File: config.mk
export PLATFORM = sky130hd
export DESIGN_NAME = phy_led_ctrl
export DESIGN_NICKNAME = d
export VERILOG_FILES = /design/src/rtl/phy_led_pkg.sv /design/src/rtl/led_blinker.sv /design/src/rtl/led_strap_latch.sv /design/src/rtl/led_pin_map.sv /design/src/rtl/phy_led_ctrl.sv
export SDC_FILE = /design/constraint.sdc
export NUM_CORES = 1
export LEC_CHECK = 0
export ABC_AREA = 1
export CORE_MARGIN = 4
export CORE_UTILIZATION = 59
export CTS_CLUSTER_SIZE = 10
export DETAILED_ROUTE_END_ITERATION = 6
export GPL_ROUTABILITY_DRIVEN = 0
export GPL_TIMING_DRIVEN = 0
export PLACE_DENSITY = 0.83
export SLEW_MARGIN = 20
export SYNTH_ARGS = -nofsm -noshare
export SYNTH_HDL_FRONTEND = slang
export SYNTH_HIERARCHICAL = 1
export SYNTH_SLANG_ARGS = --single-unit
export TNS_END_PERCENT = 100
File: constraint.sdc
create_clock -name clk_i -period 1.85 [get_ports clk_i]
set_input_delay 0.2775 -clock clk_i [delete_from_list [all_inputs] [get_ports clk_i]]
set_output_delay 0.2775 -clock clk_i [all_outputs]
set_load 0.02 [all_outputs]
File: src/rtl/phy_led_pkg.sv
package phy_led_pkg;
  localparam int NPINS = 5;
  localparam int PIN_SPD    = 0;
  localparam int PIN_DUPCOL = 1;
  localparam int PIN_LNKACT = 2;
  localparam int PIN_ACT    = 3;
  localparam int PIN_TEN    = 4;

  typedef enum logic {
    MODE_TRIPLE = 1'b0,
    MODE_QUAD   = 1'b1
  } led_mode_e;
endpackage

File: src/rtl/led_blinker.sv
module led_blinker #(
  parameter int PERIOD  = 2_500_000,
  parameter bit STRETCH = 1'b1
) (
  input  logic clk_i,
  input  logic rst_ni,
  input  logic cond_i,
  output logic busy_o,
  output logic lit_o
);
  localparam int HALF = PERIOD / 2;
  localparam int CW   = (PERIOD > 2) ? $clog2(PERIOD) : 1;
  localparam logic [CW-1:0] LAST   = CW'(PERIOD - 1);
  localparam logic [CW-1:0] HALF_C = CW'(HALF);

  logic          run_q;
  logic [CW-1:0] cnt_q;

  always_ff @(posedge clk_i or negedge rst_ni) begin
    if (!rst_ni) begin
      run_q <= 1'b0;
      cnt_q <= '0;
    end else if (!run_q) begin
      run_q <= cond_i;
      cnt_q <= '0;
    end else if (!STRETCH && !cond_i) begin
      run_q <= 1'b0;
      cnt_q <= '0;
    end else if (cnt_q == LAST) begin
      cnt_q <= '0;
      run_q <= cond_i;
    end else begin
      cnt_q <= cnt_q + 1'b1;
    end
  end

  assign busy_o = run_q;
  assign lit_o  = run_q && (cnt_q < HALF_C);

  AST_BLINK_STARTS_LIT: assert property (@(posedge clk_i) disable iff (!rst_ni)
    (!busy_o && cond_i) |=> (busy_o && lit_o));
  AST_BURST_HOLDS: assert property (@(posedge clk_i) disable iff (!rst_ni)
    (STRETCH && busy_o && cnt_q != LAST) |=> busy_o);
  AST_NO_STRETCH_STOP: assert property (@(posedge clk_i) disable iff (!rst_ni)
    (!STRETCH && !cond_i) |=> !busy_o);
endmodule

File: src/rtl/led_strap_latch.sv
module led_strap_latch #(
  parameter int W = 5
) (
  input  logic         clk_i,
  input  logic         rst_ni,
  input  logic [W-1:0] strap_i,
  output logic         done_o,
  output logic [W-1:0] pol_o
);
  logic         done_q;
  logic [W-1:0] pol_q;

  // capture on the first edge after reset release
  always_ff @(posedge clk_i or negedge rst_ni) begin
    if (!rst_ni) begin
      done_q <= 1'b0;
      pol_q  <= '0;
    end else if (!done_q) begin
      done_q <= 1'b1;
      pol_q  <= strap_i;
    end
  end

  assign done_o = done_q;
  assign pol_o  = pol_q;

  AST_POL_FROZEN: assert property (@(posedge clk_i) disable iff (!rst_ni)
    done_q |=> $stable(pol_q));
endmodule

File: src/rtl/led_pin_map.sv
module led_pin_map
  import phy_led_pkg::*;
(
  input  led_mode_e         mode_i,
  input  logic              link_ok_i,
  input  logic              speed100_i,
  input  logic              full_dup_i,
  input  logic              act_busy_i,
  input  logic              act_lit_i,
  input  logic              col_lit_i,
  output logic [NPINS-1:0]  on_o
);
  always_comb begin
    on_o             = '0;
    on_o[PIN_DUPCOL] = full_dup_i | col_lit_i;
    if (mode_i == MODE_TRIPLE) begin
      on_o[PIN_SPD]    = speed100_i;
      on_o[PIN_LNKACT] = act_busy_i ? act_lit_i : link_ok_i;
    end else begin
      on_o[PIN_SPD] = link_ok_i & speed100_i;
      on_o[PIN_TEN] = link_ok_i & ~speed100_i;
      on_o[PIN_ACT] = act_lit_i;
    end
  end
endmodule

File: src/rtl/phy_led_ctrl.sv
module phy_led_ctrl
  import phy_led_pkg::*;
#(
  parameter int CLK_HZ = 25_000_000
) (
  input  logic             clk_i,
  input  logic             rst_ni,
  input  logic             led_mode_i,
  input  logic             link_ok_i,
  input  logic             speed100_i,
  input  logic             full_dup_i,
  input  logic             rx_act_i,
  input  logic             tx_act_i,
  input  logic             col_i,
  input  logic             pwr_down_i,
  input  logic [NPINS-1:0] strap_i,
  output logic [NPINS-1:0] led_o,
  output logic             led_oe_o,
  output logic [NPINS-1:0] phy_addr_o
);
  localparam int ACT_PERIOD = CLK_HZ / 10;
  localparam int COL_PERIOD = CLK_HZ / 20;

  led_mode_e        mode;
  logic             done, act_cond, col_cond;
  logic             act_busy, act_lit, col_busy, col_lit;
  logic [NPINS-1:0] pol, on;

  assign mode     = led_mode_e'(led_mode_i);
  // collision masks activity only in the three-LED layout
  assign act_cond = (rx_act_i | tx_act_i) & ((mode == MODE_QUAD) | ~col_i);
  assign col_cond = col_i & ~full_dup_i;

  led_strap_latch #(.W(NPINS)) u_strap (
    .clk_i(clk_i), .rst_ni(rst_ni), .strap_i(strap_i),
    .done_o(done), .pol_o(pol)
  );

  led_blinker #(.PERIOD(ACT_PERIOD), .STRETCH(1'b1)) u_act_blink (
    .clk_i(clk_i), .rst_ni(rst_ni), .cond_i(act_cond),
    .busy_o(act_busy), .lit_o(act_lit)
  );

  led_blinker #(.PERIOD(COL_PERIOD), .STRETCH(1'b0)) u_col_blink (
    .clk_i(clk_i), .rst_ni(rst_ni), .cond_i(col_cond),
    .busy_o(col_busy), .lit_o(col_lit)
  );

  led_pin_map u_map (
    .mode_i(mode), .link_ok_i(link_ok_i), .speed100_i(speed100_i),
    .full_dup_i(full_dup_i), .act_busy_i(act_busy), .act_lit_i(act_lit),
    .col_lit_i(col_lit), .on_o(on)
  );

  assign led_oe_o   = done & ~pwr_down_i;
  assign led_o      = led_oe_o ? (on ^ pol) : '0;
  assign phy_addr_o = pol;

  AST_QUAD_SPEED_EXCL: assert property (@(posedge clk_i) disable iff (!rst_ni)
    (led_oe_o && mode == MODE_QUAD) |-> $onehot0({led_o[PIN_SPD] ^ pol[PIN_SPD],
                                                  led_o[PIN_TEN] ^ pol[PIN_TEN]}));
  AST_TRIPLE_SPARE_DARK: assert property (@(posedge clk_i) disable iff (!rst_ni)
    (led_oe_o && mode == MODE_TRIPLE) |-> (led_o[PIN_TEN:PIN_ACT] == pol[PIN_TEN:PIN_ACT]));
  AST_DUPLEX_STEADY: assert property (@(posedge clk_i) disable iff (!rst_ni)
    (led_oe_o && full_dup_i) |-> (led_o[PIN_DUPCOL] != pol[PIN_DUPCOL]));
  AST_COL_FD_IDLE: assert property (@(posedge clk_i) disable iff (!rst_ni)
    full_dup_i |=> !col_busy || !$past(full_dup_i));
endmodule

* Word level (Yosys, flattened, before mapping)
Cells that the tools add are included.
** Storage, ports and cells
- Flip-flop bits (word level) :: 51
- Word-level logic and storage cells :: 41
- Input port bits :: 15
- Output and inout bits :: 11
** Operators by class
- $lt $le $gt $ge :: 2
- $add $sub $neg :: 2
- Bitwise gates (word level) :: 13
- Muxes and demuxes :: 14
- Reduce and logical (&&, ||, !) cells :: 2
- Equality and inequality tests :: 2
** Operators with widths (number)
- 21-bit 2-to-1 mux :: 3
- 22-bit 2-to-1 mux :: 2
- 22-bit by 1-bit adder with 22-bit output (second input constant) :: 1
- 22-bit == test (second input constant) :: 1
- 22-bit by 21-bit < comparator with 1-bit output (second input constant) :: 1
- 21-bit by 1-bit adder with 21-bit output (second input constant) :: 1
- 21-bit == test (second input constant) :: 1
- 21-bit by 20-bit < comparator with 1-bit output (second input constant) :: 1
- 1-bit 2-to-1 mux :: 7
- 1-bit AND :: 5
- 5-bit 2-to-1 mux :: 1
- 5-bit XOR :: 1
- 1-bit NOT :: 4
- 1-bit bitwise OR :: 3
- 1-bit logical AND :: 2
- 2-bit 2-to-1 mux :: 1

* Longest topological paths before layout
- Depth in word-level cells :: 6
- Mapped depth :: 15
- Gate-level depth less buffers :: 15

* Cells and area by module
Netlist, hierarchy kept.
** By module, submodules not included
- led_blinker at u_act_blink :: times used 1, area each 1442.6 um^2, seq. area each 575.6 um^2, cells each 206
- led_blinker at u_col_blink :: times used 1, area each 1401.3 um^2, seq. area each 550.5 um^2, cells each 198
- led_strap_latch :: times used 1, area each 214.0 um^2, seq. area each 150.1 um^2, cells each 23
- phy_led_ctrl :: times used 1, area each 145.1 um^2, seq. area each 0.0 um^2, cells each 38
- led_pin_map :: times used 1, area each 57.6 um^2, seq. area each 0.0 um^2, cells each 12

* Worst setup path after synthesis
Ideal clock, no wire load.
- Path kind :: register -> output
- Start point :: register u_col_blink.cnt_q[17]
- End point :: output led_o[1]
- Path buffers :: 0
- Data required time :: 1572 ps
- Path slack :: 30 ps
- Data arrival time :: 1543 ps
- Cell stages (with the launch flop) :: 8
- Cells stage by stage :: dfrtp_1 > or2_2 > nor3_1 > a21oi_1 > or2_1 > nand2_1 > nand2_1 > nor2_1
** Between the ends
- Word-level cells in the longest chain between the ends :: 5
** Ends and longest elaborated chain
- start, declared :: RTL line led_blinker.sv:17 : logic [CW-1:0] cnt_q;
- start signal, assigned :: RTL line led_blinker.sv:33 : cnt_q <= cnt_q + 1'b1;
- 21-bit by 20-bit < comparator with 1-bit output :: RTL line led_blinker.sv:38 : assign lit_o = run_q && (cnt_q < HALF_C);
- 1-bit logical AND :: RTL line led_blinker.sv:38
- named net col_lit :: RTL line phy_led_ctrl.sv:26 : logic act_busy, act_lit, col_busy, col_lit;
- 1-bit bitwise OR :: RTL line led_pin_map.sv:15 : on_o[PIN_DUPCOL] = full_dup_i | col_lit_i;
- named net on[1] :: RTL line phy_led_ctrl.sv:27 : logic [NPINS-1:0] pol, on;
- 5-bit XOR :: RTL line phy_led_ctrl.sv:56 : assign led_o = led_oe_o ? (on ^ pol) : '0;
- 5-bit 2-to-1 mux :: RTL line phy_led_ctrl.sv:56
- end, declared :: RTL line phy_led_ctrl.sv:17 : output logic [NPINS-1:0] led_o,
The timed path passes the listed nets, and every way through them passes these cells.

* Worst setup path after layout
- Start point :: register u_act_blink.cnt_q[18]
- End point :: output led_o[3]
** Between the ends
- Word-level cells in the longest chain between the ends :: 5
** Ends and longest elaborated chain
- start, declared :: RTL line led_blinker.sv:17
- start signal, assigned :: RTL line led_blinker.sv:33
- 22-bit by 21-bit < comparator with 1-bit output :: RTL line led_blinker.sv:38
- 1-bit logical AND :: RTL line led_blinker.sv:38
- named net act_lit :: RTL line phy_led_ctrl.sv:26
- 2-bit 2-to-1 mux :: RTL line led_pin_map.sv:16 : if (mode_i == MODE_TRIPLE) begin
- named net on[3] :: RTL line phy_led_ctrl.sv:27
- 5-bit XOR :: RTL line phy_led_ctrl.sv:56
- 5-bit 2-to-1 mux :: RTL line phy_led_ctrl.sv:56
The timed path passes the listed nets, and every way through them passes these cells.

==> impl_results.rst <==
.. list-table::
   :header-rows: 1

   * - Metric
     - Value
   * - Violations in the final reports
     - negative hold slack, negative setup slack
   * - Type of the worst setup path
     - reg -> out
   * - Post-synthesis sequential area ratio
     - 39.1%
   * - Final core occ
     - 75.7%
   * - Power Dens Cells
     - 493 mW/mm²
   * - Fin worst setup slack
     - -0.393 ns
   * - Final wirelength
     - 8060 µm
   * - Combinational cell fraction of total power
     - 8.6%
   * - Required time of the worst setup path
     - 1.57 ns
   * - VDD IR max
     - 0.387 mV
   * - Clock period minus worst slack
     - 2.24 ns
   * - Synthesis-stage register bit count
     - 51
   * - Number of gates on the worst path with buffers counted
     - 13
   * - Max incr delay on CP
     - 0.44 ns
   * - Internal portion of total power
     - 1460 µW
   * - Ratio of routed vias to standard cells
     - 5.13
   * - Cell count after synthesis
     - 477
   * - Setup tns final
     - -1.03 ns
   * - Average size of a mapped cell
     - 6.84 µm²
   * - Number of placement rows
     - 26
   * - Port Buffer Count
     - 25
   * - Most prevalent standard cell on the critical path
     - nand2_1
   * - Final Net Count
     - 555
   * - Floorplan core area
     - 0.00524 mm²
   * - Switching Fraction
     - 25.1%
   * - Met3 usage
     - 3.80%
   * - Global-route usage over all layers
     - 24.9%
   * - Sequential Power Share
     - 58.5%
   * - Final Hold Violating Endpoints
     - 20
   * - Number of global-route vias before repair
     - 2977
   * - Crit end category
     - output port
   * - Count of TritonRoute iterations in the first routing pass
     - 4
   * - Tightest Pin Transition
     - 0.633 ns
   * - Layout overhead on the synthesized area
     - 21.5%
   * - Met1 Track Usage GR
     - 29.8%
   * - Max Cap Viol
     - 0
   * - Status
     - complete, but fails checks
   * - Antenna violations before repair
     - 0
   * - PnR Total Power
     - 1950 µW
   * - Number of buffers created by CTS
     - 5
   * - Average wire length per cell after detail routing
     - 13.2 µm
   * - Y dimension of the die
     - 82.3 µm
   * - Proportion of power drawn by the clock network
     - 32.9%
   * - Yosys warnings
     - 6
   * - Number of buffers on the longest clock path
     - 2
   * - H-tree lvl count
     - 2
   * - DIE WIDTH
     - 82.3 µm
   * - Synthesized area
     - 0.00326 mm²
   * - Post-detailed-placement half-perimeter wirelength
     - 5610 µm
   * - Switching power summed over all nets
     - 490 µW
   * - Fin crit share
     - 121%
   * - Global-route layer with the greatest usage
     - met2
   * - Synthesized netlist net count
     - 494
   * - Final-report setup violation count
     - 4
   * - Total clock sinks
     - 51
   * - Global routing met2 resource utilization
     - 43.8%
   * - Worst Path Arrival
     - 1.97 ns
   * - Max-slew headroom
     - 57.8%
   * - Largest net degree at the start of global routing
     - 52
   * - Cell variety after synth
     - 30
   * - Final hold slack
     - -0.0108 ns
   * - Slowest stage cell, crit path
     - dfrtp_1
   * - Startpoint types
     - flip-flop
   * - CP bufs+invs
     - 3
   * - Floorplan die area
     - 0.00678 mm²
   * - Share of flip-flops with an asynchronous set or reset after synthesis
     - 100%
   * - Global-route wire length before repair
     - 13000 µm
   * - Library cell used as clock root buffer
     - clkbuf_8
   * - Post-route antenna net violation count
     - 0
   * - TritonCTS clock tree
     - built
   * - RSZ-0062 raised after global routing
     - yes
   * - Post-CTS clock slew at the launch and capture registers of the worst setup and hold paths
     - 0.10 ns
   * - Leakage
     - 0.00198 µW
   * - Worst path top cell family by delay
     - simple AND/OR/NAND/NOR gates
   * - Total inserted antenna cells
     - 0
   * - Io pins
     - 26
   * - Initial core utilization
     - 62.3%
   * - Cell Chain, Critical Path
     - nor2_4 > nand2_2 > nor3_4 > nand2_1 > nor2_2 > nor2_2 > buf_4 > nand2_2 > inv_2 > nand2_1 > nand2_1 > nor2_1 > buf_4
   * - Most frequently used flop master after synthesis
     - dfrtp_1
   * - Clock Latency Late Sink
     - 0.30 ns
   * - Number of flops mapped to enable cells by yosys
     - 0
   * - DRT iter0 DRCs
     - 139
   * - Final max-slew violation count
     - 0
   * - Via count
     - 3122
   * - Maximum achievable frequency
     - 446 MHz
   * - Placement Setup Slack
     - -0.536 ns
   * - Leftover overflow at the end of global routing
     - 0
   * - Fraction of final layout cells sized beyond drive strength 1
     - 21.0%
   * - Post-Route Skew
     - 0.00696 ns
   * - Hold crit path type
     - in -> async
   * - Largest fanout of any net on the critical path
     - 2
   * - Hold bufs inserted after CTS
     - 0
   * - DRC
     - 0
   * - Logic depth of the worst register-to-register path
     - 8
==> cell families after synthesis <==
logic type               after synthesis  synth area share (%)
buffers and inverters                 76                  9.02
AND/OR/NAND/NOR                      313                  43.5
other                                  1                 0.115
adder cells (fa/ha/maj)                2                 0.767
AO/OA/AOI/OAI                         16                  2.61
XOR/XNOR                              18                  4.83
flip-flops                            51                  39.1
==> layout by cell type, fill, tap and decap left out, drive strengths merged <==
cell type	synthesis	layout
a21boi	1	1
a21oi	8	8
and2	2	2
buf	2	36
clkbuf	1	6
clkdlybuf4s15	0	1
clkdlybuf4s50	0	18
clkinv	0	1
clkinvlp	0	2
conb	1	1
dfrtp	51	51
dlymetal6s2s	0	1
ha	2	2
inv	73	73
nand2	131	131
nand3	38	38
nand3b	1	1
nand4	6	6
nor2	123	123
nor3	10	10
o21ai	6	6
o21bai	1	1
or2	2	2
xnor2	6	6
xor2	12	12
==> per-stage QoR <==
step	instance area, µm²	cells
CTS	3850	599
global route	3960	609
detailed placement	3600	572
finish	3960	609
global placement	3600	572
floorplan	3260	477
==> path summary, 6_finish.rpt <==
| check | start | endpoint | slack [ns] |
|---|---|---|---|
| max in group asynchronous | rst_ni | u_strap/done_o | 1.40 |
| worst min register to register | u_act_blink/cnt_q[0] | u_act_blink/cnt_q[0] | 0.47 |
| worst max register to register | u_col_blink/cnt_q[8] | u_col_blink/cnt_q[19] | 0.28 |
| worst min-delay path | rst_ni | u_act_blink/cnt_q[14] | -0.01 |
| min in group clk_i | u_act_blink/cnt_q[0] | u_act_blink/cnt_q[0] | 0.47 |
| worst max-delay path | u_act_blink/cnt_q[18] | led_o[3] | -0.39 |
==> cells in the mapped netlist, types with 2 or more instances <==
library cell / n / area (µm²)
and2_1: 2 / 12.5
nor2_2: 7 / 43.8
inv_1: 67 / 251
nand2_1: 120 / 450
nand4_1: 6 / 37.5
nor3_2: 4 / 40.0
nor3_1: 6 / 30.0
ha_1: 2 / 25.0
inv_2: 6 / 22.5
a21oi_1: 8 / 40.0
nand2_4: 3 / 33.8
nand3_2: 3 / 30.0
nor2_4: 8 / 90.1
dfrtp_1: 51 / 1280
nand3_1: 35 / 175
o21ai_0: 4 / 20.0
nand2_2: 8 / 50.1
xor2_1: 12 / 105
o21ai_1: 2 / 10.0
xnor2_1: 6 / 52.6
nor2_1: 108 / 405
==> layer usage <==
| metal | up-vias | wire length (µm) | share of wire (%) |
|---|---|---|---|
| met2 | 63 | 4240 | 53 |
| met1 | 1471 | 3350 | 42 |
| met3 | 20 | 240 | 3.0 |
| li1 | 1568 | - | - |
| met4 | 0 | 233 | 2.9 |
| met5 | - | 0 | 0 |
==> power groups by stage <==
stage | clock network (µW) | logic, µW | registers (µW)
floorplan | 0 | 61.0 | 1170
global placement | 0 | 169 | 1160
detailed placement | 0 | 173 | 1160
CTS | 659 | 171 | 1140
global route | 711 | 187 | 1140
finish | 643 | 168 | 1140
==> area by class of cell <==
type,instances,area [µm²]
clock inverters,3,20.0
inverters,73,274
plain buffers,3,20.0
multi-input cells,350,1750
fillers,386,1270
repair buffers,54,455
clock buffers,5,68.8
flip-flops and latches,51,1280
well taps,70,87.6
==> registers in the layout, summed over array words and instances (netlist names) <==
name	cells
u_col_blink/busy_o	1
u_strap/pol_o	5
u_act_blink/busy_o	1
u_act_blink/cnt_q	22
u_strap/done_o	1
u_col_blink/cnt_q	21
==> what timing repair did <==
item                                    CTS  global route
hold endpoints to repair                  0             0
cloned                                    0             0
setup buffers                            19            10
endpoints found under the setup margin    6             5
pin swaps                                 4            13
gates resized for setup                  38            18
(Power assumes the default switching activity.)
